$ cat src/rtl/sio_pkg.sv
package sio_pkg;
  localparam int CTL_START = 0;
  localparam int CTL_MODE  = 1;
  localparam int CTL_ORDER = 3;
  localparam int CTL_EXT   = 4;

  typedef enum logic [1:0] {
    MD_TX   = 2'b00,
    MD_RX   = 2'b01,
    MD_DUPA = 2'b10,
    MD_DUPB = 2'b11
  } sio_mode_e;

  typedef enum logic [1:0] {
    ST_IDLE  = 2'b00,
    ST_SHIFT = 2'b01,
    ST_HOLD  = 2'b10
  } sio_state_e;
endpackage

$ cat src/rtl/sio_sclk_gen.sv
module sio_sclk_gen #(
  parameter int HALF_DIV    = 4,
  parameter int SYNC_STAGES = 2
) (
  input  logic clk,
  input  logic rst_n,
  input  logic active,
  input  logic ext_sel,
  input  logic sclk_in,
  output logic sclk_o,
  output logic fall_o,
  output logic rise_o
);
  localparam int DIV_W = (HALF_DIV > 2) ? $clog2(HALF_DIV) : 1;

  logic [DIV_W-1:0]     div_q, div_d;
  logic                 sclk_q, sclk_d;
  logic                 fall_q, fall_d, rise_q, rise_d;
  logic [SYNC_STAGES:0] sync_q, sync_d;
  logic                 run, tick, ext_fall, ext_rise;

  always_comb begin
    run      = active && !ext_sel;
    tick     = run && (div_q == DIV_W'(HALF_DIV - 1));
    div_d    = run ? (tick ? '0 : div_q + 1'b1) : '0;
    sclk_d   = run ? (tick ? ~sclk_q : sclk_q) : 1'b1;
    sync_d   = {sync_q[SYNC_STAGES-1:0], sclk_in};
    ext_fall = sync_q[SYNC_STAGES] && !sync_q[SYNC_STAGES-1];
    ext_rise = !sync_q[SYNC_STAGES] && sync_q[SYNC_STAGES-1];
    if (ext_sel) begin
      fall_d = active && ext_fall;
      rise_d = active && ext_rise;
    end else begin
      fall_d = tick && sclk_q;
      rise_d = tick && !sclk_q;
    end
  end

  always_ff @(posedge clk or negedge rst_n) begin
    if (!rst_n) begin
      div_q  <= '0;
      sclk_q <= 1'b1;
      fall_q <= 1'b0;
      rise_q <= 1'b0;
      sync_q <= '1;
    end else begin
      div_q  <= div_d;
      sclk_q <= sclk_d;
      fall_q <= fall_d;
      rise_q <= rise_d;
      sync_q <= sync_d;
    end
  end

  assign sclk_o = sclk_q;
  assign fall_o = fall_q;
  assign rise_o = rise_q;


  ext_clk_idle_chk: assert property (@(posedge clk) disable iff (!rst_n)
    ext_sel |-> sclk_q);

  idle_clk_high_chk: assert property (@(posedge clk) disable iff (!rst_n)
    !active |-> sclk_q);

  edge_exclusive_chk: assert property (@(posedge clk) disable iff (!rst_n)
    !(fall_q && rise_q));
endmodule

$ cat src/rtl/sio_shift_core.sv
module sio_shift_core #(
  parameter int DATA_W = 8
) (
  input  logic              clk,
  input  logic              rst_n,
  input  logic              load,
  input  logic [DATA_W-1:0] load_val,
  input  logic              fall,
  input  logic              rise,
  input  logic              lsb_first,
  input  logic              drive_out,
  input  logic              sdi,
  output logic              sdo_o,
  output logic              last_o,
  output logic [DATA_W-1:0] shifted_o
);
  localparam int CNT_W = (DATA_W > 2) ? $clog2(DATA_W) : 1;

  logic [DATA_W-1:0] sh_q, sh_d, shifted;
  logic [CNT_W-1:0]  cnt_q, cnt_d;
  logic              sdo_q, sdo_d;
  logic              last;

  always_comb begin
    shifted = lsb_first ? {sdi, sh_q[DATA_W-1:1]} : {sh_q[DATA_W-2:0], sdi};
    last    = rise && (cnt_q == CNT_W'(DATA_W - 1));
    sh_d    = sh_q;
    cnt_d   = cnt_q;
    sdo_d   = sdo_q;
    if (load) begin
      sh_d  = load_val;
      cnt_d = '0;
    end else if (fall) begin
      sdo_d = drive_out ? (lsb_first ? sh_q[0] : sh_q[DATA_W-1]) : 1'b1;
    end else if (rise) begin
      sh_d  = shifted;
      cnt_d = last ? '0 : cnt_q + 1'b1;
    end
  end

  always_ff @(posedge clk or negedge rst_n) begin
    if (!rst_n) begin
      sh_q  <= '0;
      cnt_q <= '0;
      sdo_q <= 1'b1;
    end else begin
      sh_q  <= sh_d;
      cnt_q <= cnt_d;
      sdo_q <= sdo_d;
    end
  end

  assign sdo_o     = sdo_q;
  assign last_o    = last;
  assign shifted_o = shifted;


  sdo_moves_on_fall_chk: assert property (@(posedge clk) disable iff (!rst_n)
    !fall |=> $stable(sdo_q));
endmodule

$ cat src/rtl/sio_port.sv
module sio_port #(
  parameter int DATA_W      = 8,
  parameter int HALF_DIV    = 4,
  parameter int SYNC_STAGES = 2
) (
  input  logic              clk,
  input  logic              rst_n,
  input  logic              reg_we,
  input  logic              reg_sel,
  input  logic [DATA_W-1:0] reg_wdata,
  output logic [DATA_W-1:0] rx_data,
  output logic              flag_busy,
  output logic              flag_shift,
  output logic              flag_txempty,
  output logic              irq,
  output logic              sclk_out,
  output logic              sclk_oe,
  input  logic              sclk_in,
  output logic              sdo,
  input  logic              sdi
);
  import sio_pkg::*;

  logic [1:0] rst_sync_q;
  logic       rst_i_n;

  always_ff @(posedge clk or negedge rst_n) begin
    if (!rst_n) rst_sync_q <= 2'b00;
    else        rst_sync_q <= {rst_sync_q[0], 1'b1};
  end
  assign rst_i_n = rst_sync_q[1];

  sio_state_e        st_q, st_d;
  logic              start_q, start_d, lsb_q, lsb_d, ext_q, ext_d;
  sio_mode_e         mode_q, mode_d;
  logic [DATA_W-1:0] txbuf_q, txbuf_d, rx_q, rx_d;
  logic              empty_q, empty_d, busy_q, busy_d, shft_q, shft_d, irq_q, irq_d;
  logic              fall_w, rise_w, last_w, sclk_w, sdo_w;
  logic [DATA_W-1:0] shifted_w;
  logic              tx_mode, rx_mode, rx_only, have_data, load, active;

  always_comb begin
    tx_mode   = (mode_q != MD_RX);
    rx_mode   = (mode_q != MD_TX);
    rx_only   = (mode_q == MD_RX);
    have_data = rx_only || !empty_q;
    active    = (st_q == ST_SHIFT);
    load      = 1'b0;
    st_d      = st_q;
    busy_d    = busy_q;
    shft_d    = shft_q;
    rx_d      = rx_q;
    unique case (st_q)
      ST_IDLE: if (start_q && have_data) begin
        load = 1'b1;
        st_d = ST_SHIFT;
      end
      ST_SHIFT: if (last_w) begin
        if (!start_q)       st_d = ST_IDLE;
        else if (have_data) load = 1'b1;
        else                st_d = ST_HOLD;
      end
      ST_HOLD: if (!start_q) begin
        st_d = ST_IDLE;
      end else if (have_data) begin
        load = 1'b1;
        st_d = ST_SHIFT;
      end
      default: st_d = ST_IDLE;
    endcase
    if (active && fall_w) begin
      busy_d = 1'b1;
      shft_d = 1'b1;
    end
    if (last_w) begin
      shft_d = 1'b0;
      if (rx_mode) rx_d = shifted_w;
    end
    if (st_d == ST_IDLE) busy_d = 1'b0;
    irq_d = (load && tx_mode) || (last_w && rx_only);
  end

  always_comb begin
    start_d = start_q;
    mode_d  = mode_q;
    lsb_d   = lsb_q;
    ext_d   = ext_q;
    txbuf_d = txbuf_q;
    empty_d = empty_q;
    if (load && tx_mode) empty_d = 1'b1;
    if (reg_we && !reg_sel) begin
      start_d = reg_wdata[CTL_START];
      if (st_q == ST_IDLE) begin
        mode_d = sio_mode_e'(reg_wdata[CTL_MODE +: 2]);
        lsb_d  = reg_wdata[CTL_ORDER];
        ext_d  = reg_wdata[CTL_EXT];
      end
    end
    if (reg_we && reg_sel) begin
      txbuf_d = reg_wdata;
      empty_d = 1'b0;
    end
  end

  always_ff @(posedge clk or negedge rst_i_n) begin
    if (!rst_i_n) begin
      st_q    <= ST_IDLE;
      start_q <= 1'b0;
      mode_q  <= MD_TX;
      lsb_q   <= 1'b0;
      ext_q   <= 1'b0;
      txbuf_q <= '0;
      rx_q    <= '0;
      empty_q <= 1'b1;
      busy_q  <= 1'b0;
      shft_q  <= 1'b0;
      irq_q   <= 1'b0;
    end else begin
      st_q    <= st_d;
      start_q <= start_d;
      mode_q  <= mode_d;
      lsb_q   <= lsb_d;
      ext_q   <= ext_d;
      txbuf_q <= txbuf_d;
      rx_q    <= rx_d;
      empty_q <= empty_d;
      busy_q  <= busy_d;
      shft_q  <= shft_d;
      irq_q   <= irq_d;
    end
  end

  sio_sclk_gen #(.HALF_DIV(HALF_DIV), .SYNC_STAGES(SYNC_STAGES)) u_clk (
    .clk(clk), .rst_n(rst_i_n), .active(active), .ext_sel(ext_q),
    .sclk_in(sclk_in), .sclk_o(sclk_w), .fall_o(fall_w), .rise_o(rise_w)
  );

  sio_shift_core #(.DATA_W(DATA_W)) u_shift (
    .clk(clk), .rst_n(rst_i_n), .load(load), .load_val(txbuf_q),
    .fall(fall_w), .rise(rise_w), .lsb_first(lsb_q), .drive_out(tx_mode),
    .sdi(sdi), .sdo_o(sdo_w), .last_o(last_w), .shifted_o(shifted_w)
  );

  assign rx_data      = rx_q;
  assign flag_busy    = busy_q;
  assign flag_shift   = shft_q;
  assign flag_txempty = empty_q;
  assign irq          = irq_q;
  assign sclk_out     = sclk_w;
  assign sclk_oe      = !ext_q;
  assign sdo          = sdo_w;


  shift_within_busy_chk: assert property (@(posedge clk) disable iff (!rst_i_n)
    shft_q |-> busy_q);

  irq_single_pulse_chk: assert property (@(posedge clk) disable iff (!rst_i_n)
    irq_q |=> !irq_q);

  busy_after_fall_chk: assert property (@(posedge clk) disable iff (!rst_i_n)
    $rose(busy_q) |-> $past(fall_w));

  hold_keeps_busy_chk: assert property (@(posedge clk) disable iff (!rst_i_n)
    (st_q == ST_HOLD) |-> (busy_q && sclk_w));
endmodule

$ cat config.mk
export PLATFORM = sky130hd
export DESIGN_NAME = sio_port
export DESIGN_NICKNAME = d
export VERILOG_FILES = /design/src/rtl/sio_pkg.sv /design/src/rtl/sio_sclk_gen.sv /design/src/rtl/sio_shift_core.sv /design/src/rtl/sio_port.sv
export SDC_FILE = /design/constraint.sdc
export NUM_CORES = 1
export LEC_CHECK = 0
export BUFFER_PORTS_ARGS = -buffer_cell sky130_fd_sc_hd__buf_2
export CAP_MARGIN = 25
export CORE_MARGIN = 2
export CORE_UTILIZATION = 56
export DETAILED_ROUTE_END_ITERATION = 6
export PLACE_DENSITY_LB_ADDON = 0.25
export SKIP_LAST_GASP = 1
export SLEW_MARGIN = 5
export SYNTH_ARGS = -nofsm -noshare
export SYNTH_HDL_FRONTEND = slang
export SYNTH_SLANG_ARGS = --single-unit
$ cat constraint.sdc
create_clock -name clk -period 1.7 [get_ports clk]
set_input_delay 0.34 -clock clk [delete_from_list [all_inputs] [get_ports clk]]
set_output_delay 0.34 -clock clk [all_outputs]
set_load 0.1 [all_outputs]
==> impl_results.md <==
- Outcome: finished with violations
- Failing checks: negative setup slack
- CP Class: reg -> reg
- Post-DP HPWL: 3.10 mm
- Reg clk slew, reported paths: 0.08 ns
- Largest cells by area after synthesis: dfrtp_1, mux2_2, mux2i_1
- Worst r2r src: u_shift.cnt_q[1]$_DFFE_PN0P_
- Synth Warn #: 0
- Fin cells: 269
- Crit path launch: u_shift.cnt_q[1]$_DFFE_PN0P_
- Fill cells: 270
- Post-synth top flop: dfrtp_1
- GRT Util Overall: 21.7%
- Sequential fraction of the synthesis area: 56.0%
- Req. time, crit path: 1.89 ns
- Worst path arrival time: 1.94 ns
- Worst hold start: sclk_in
- Min-delay worst type: in -> reg
- Final Wtd Congestion: 0.888
- CP endpoint: u_shift.sh_q[2]$_DFFE_PN0P_
- Layout cells sized above 1: 36.2%
- Crit-path cells: ha_2 -> ha_4 -> and3b_2 -> o221ai_4 -> buf_12 -> mux2_2
- I/O Buffers: 28
- Number of vias per cell: 5.57
- Root Buffer: clkbuf_8
- Multi-input logic area: 917 um2
- Vias in the first global route: 1,624
- Nets: 237
- Fin. max-slew vios: 0
- Combinational family with the most area after synthesis: multiplexers
- Post-route setup slack: -0.0549 ns
- Most frequent cell after synthesis: dfrtp_1
- Combinational power share: 41.2%
- Count of cell types in the netlist: 37
- FF-to-FF setup slack: -0.05 ns
- Core Rows: 22
- Post-synth EDFFs: 0
- Flops & latches, synth: 49
- Post-synthesis cell count: 179
- Die height: 66.7 um
- CP Buf/Inv Count: 1
- Initial antenna violation count: 0
- Synth async-reset ratio: 100%
- Delay-heaviest family, CP: flip-flops
- Reg2reg end: u_shift.sh_q[2]$_DFFE_PN0P_
- Post-synth top cells: dfrtp_1, nand2_1, mux2_2
- Minimum clock period: 1.75 ns
- WP depth: 6
- Global route total overflow: 0
- VDD IR max: 1.16 mV
- Vias: 1,498
- Slew headroom: 66.5%
- CTS tree: yes
- Sw Share: 43.0%
- Post-route DRC: 0
- Clk_lat worst skew: 0.30 ns
- Biggest area consumer among synthesized cells: dfrtp_1
- Total clock buffers created by CTS: 5
- Dpl ws: -0.0650 ns
- Mux share of post-synthesis cell area: 17.9%
- Max_cap viols: 0
- Area Growth Syn to Fin: 20.4%
- Clk sink count: 49
- WHS: 0.134 ns
- First-pass GRT wire length: 7.12 mm
- Fmax: 570 MHz
- Adder-Cell Fraction of Synth Area: 1.70%
- Share of the clock period used by the worst path: 103%
- Die area: 4450 um2
- Placed Area: 2500 um2
- Core area: 3720 um2
- Post-synthesis compound-gate area fraction: 9.88%
- FF-to-FF path depth: 6
- Average wire per standard cell: 14.8 um
- Simple logic cell fraction of the synthesized area: 10.5%
- Startpoint type of the worst setup path: register
- Int Pwr: 2.52 mW
- Final Cell Area: 2650 um2
- Ports: 29
- P_sw: 1.90 mW
- Register area: 1240 um2
- Maximum buffer depth of the clock tree: 2
- Crit Path Max Fanout: 9
- Slowest CP cell: dfrtp_1
- # placed instances: 258
- Crit. End Element: register
- PD cells: 1670 nW/um2
- Synthesized net count: 196
- Iter 0 DRT Violations: 89
- Netlist Area Pre-Place: 2200 um2
- # diodes: 0
- Final Hold Violating Endpoints: 0
- Starting Density: 59.3%
- CTS H-tree depth: 2
- Drt first pass iters: 4
- Slew of the pin with the lowest slew margin: 0.502 ns
- Die outline width: 66.7 um
- Clock Skews: 0.00497 ns
- Setup_tns: -0.401 ns
- Post-route ant nets: 0
- Largest net degree at the start of global routing: 26
- Clock share of power: 18.0%
- Flop pwr share: 40.8%
- Setup violators final: 8
- Leakage: 1.24 nW
- XOR/XNOR share of the synthesized area: 0.398%
- Unrepaired setup endpoints after global routing: true
- Max incr delay on CP: 0.40 ns
- Mean Syn Cell Area: 12.3 um2
- Final WL: 3.99 mm
- Yosys top cell area share: 48.8%
## metal layers
metal	vias to the layer above	GRT usage (%)	wire length, um
li1	713	-	-
met1	739	25.8	1690
met2	38	37.9	2070
met3	8	6.25	182
met4	0	6.63	52
met5	-	0	0
## state kept, by name, summed over array words and instances, names as in the netlist, 2 cells and up
signal,flops
u_shift.sh_q,8
u_clk.sync_q,3
mode_q,2
txbuf_q,8
rx_data,8
u_clk.div_q,2
st_q,2
u_shift.cnt_q,3
rst_sync_q,2
## area by class of cell
type | instances | share of cell area, %
repair buffers | 39 | 10.5
clock buffers | 6 | 2.74
multi-input cells | 113 | 34.6
clock inverters | 2 | 1.46
flip-flops and latches | 49 | 46.7
well taps | 48 | 2.26
inverters | 12 | 1.79
## cell usage in the layout, fill, tap and decap left out, types with 2 or more instances in the layout
master	instances
nor4_1	2
buf_2	27
nand2b_1	3
nand3b_1	4
o211ai_1	2
inv_1	11
dfrtp_1	42
mux2i_1	17
a21oi_1	2
mux2_2	20
clkbuf_8	5
a21boi_0	4
o21ai_0	11
buf_4	7
nor2b_1	2
nand2_1	21
dfstp_2	5
nor2_1	2
and3b_1	2
buf_12	4
## power by group through the flow
| stage | sequential, mW | clock, mW | combinational (mW) |
|---|---|---|---|
| global route | 1.85 | 0.877 | 1.95 |
| CTS | 1.80 | 0.822 | 1.81 |
| floorplan | 2.45 | 0 | 0.783 |
| finish | 1.80 | 0.799 | 1.82 |
| detailed placement | 1.83 | 0 | 1.80 |
| global placement | 1.79 | 0 | 1.74 |
## worst min path at each step
stage,slack (ns),cells past startpoint,to
CTS,0.12,1,u_clk.sync_q[0]$_DFF_PN1_
finish,0.13,1,u_clk.sync_q[0]$_DFF_PN1_
detailed placement,0.13,1,rst_sync_q[0]$_DFF_PN0_
floorplan,0.04,0,rst_sync_q[0]$_DFF_PN0_
global route,0.11,1,u_clk.sync_q[0]$_DFF_PN1_
global placement,0.12,1,rst_sync_q[0]$_DFF_PN0_
## logic make-up after synthesis
| kind of cell | Yosys count |
|---|---|
| flip-flops | 49 |
| AND/OR/NAND/NOR | 41 |
| multiplexers | 37 |
| AO/OA/AOI/OAI | 30 |
| buffers and inverters | 17 |
| adder cells (fa/ha/maj) | 3 |
| other | 1 |
| XOR/XNOR | 1 |
## stage by stage
stage | total power, mW | utilization (%)
detailed placement | 3.62 | 67.2
global route | 4.68 | 71.4
global placement | 3.52 | 67.2
floorplan | 3.24 | -
finish | 4.43 | 71.4
CTS | 4.43 | 71.0
## timing repair
action / 4_1_cts / 5_1_grt
hold buffers: 1 / 0
endpoints found under the hold margin: 2 / 0
pin swaps: 1 / 0
setup endpoints to repair: 11 / 12
buffers inserted: 1 / 1
gates resized for setup: 0 / 2
No activity file was read; power rests on OpenSTA's default activity.
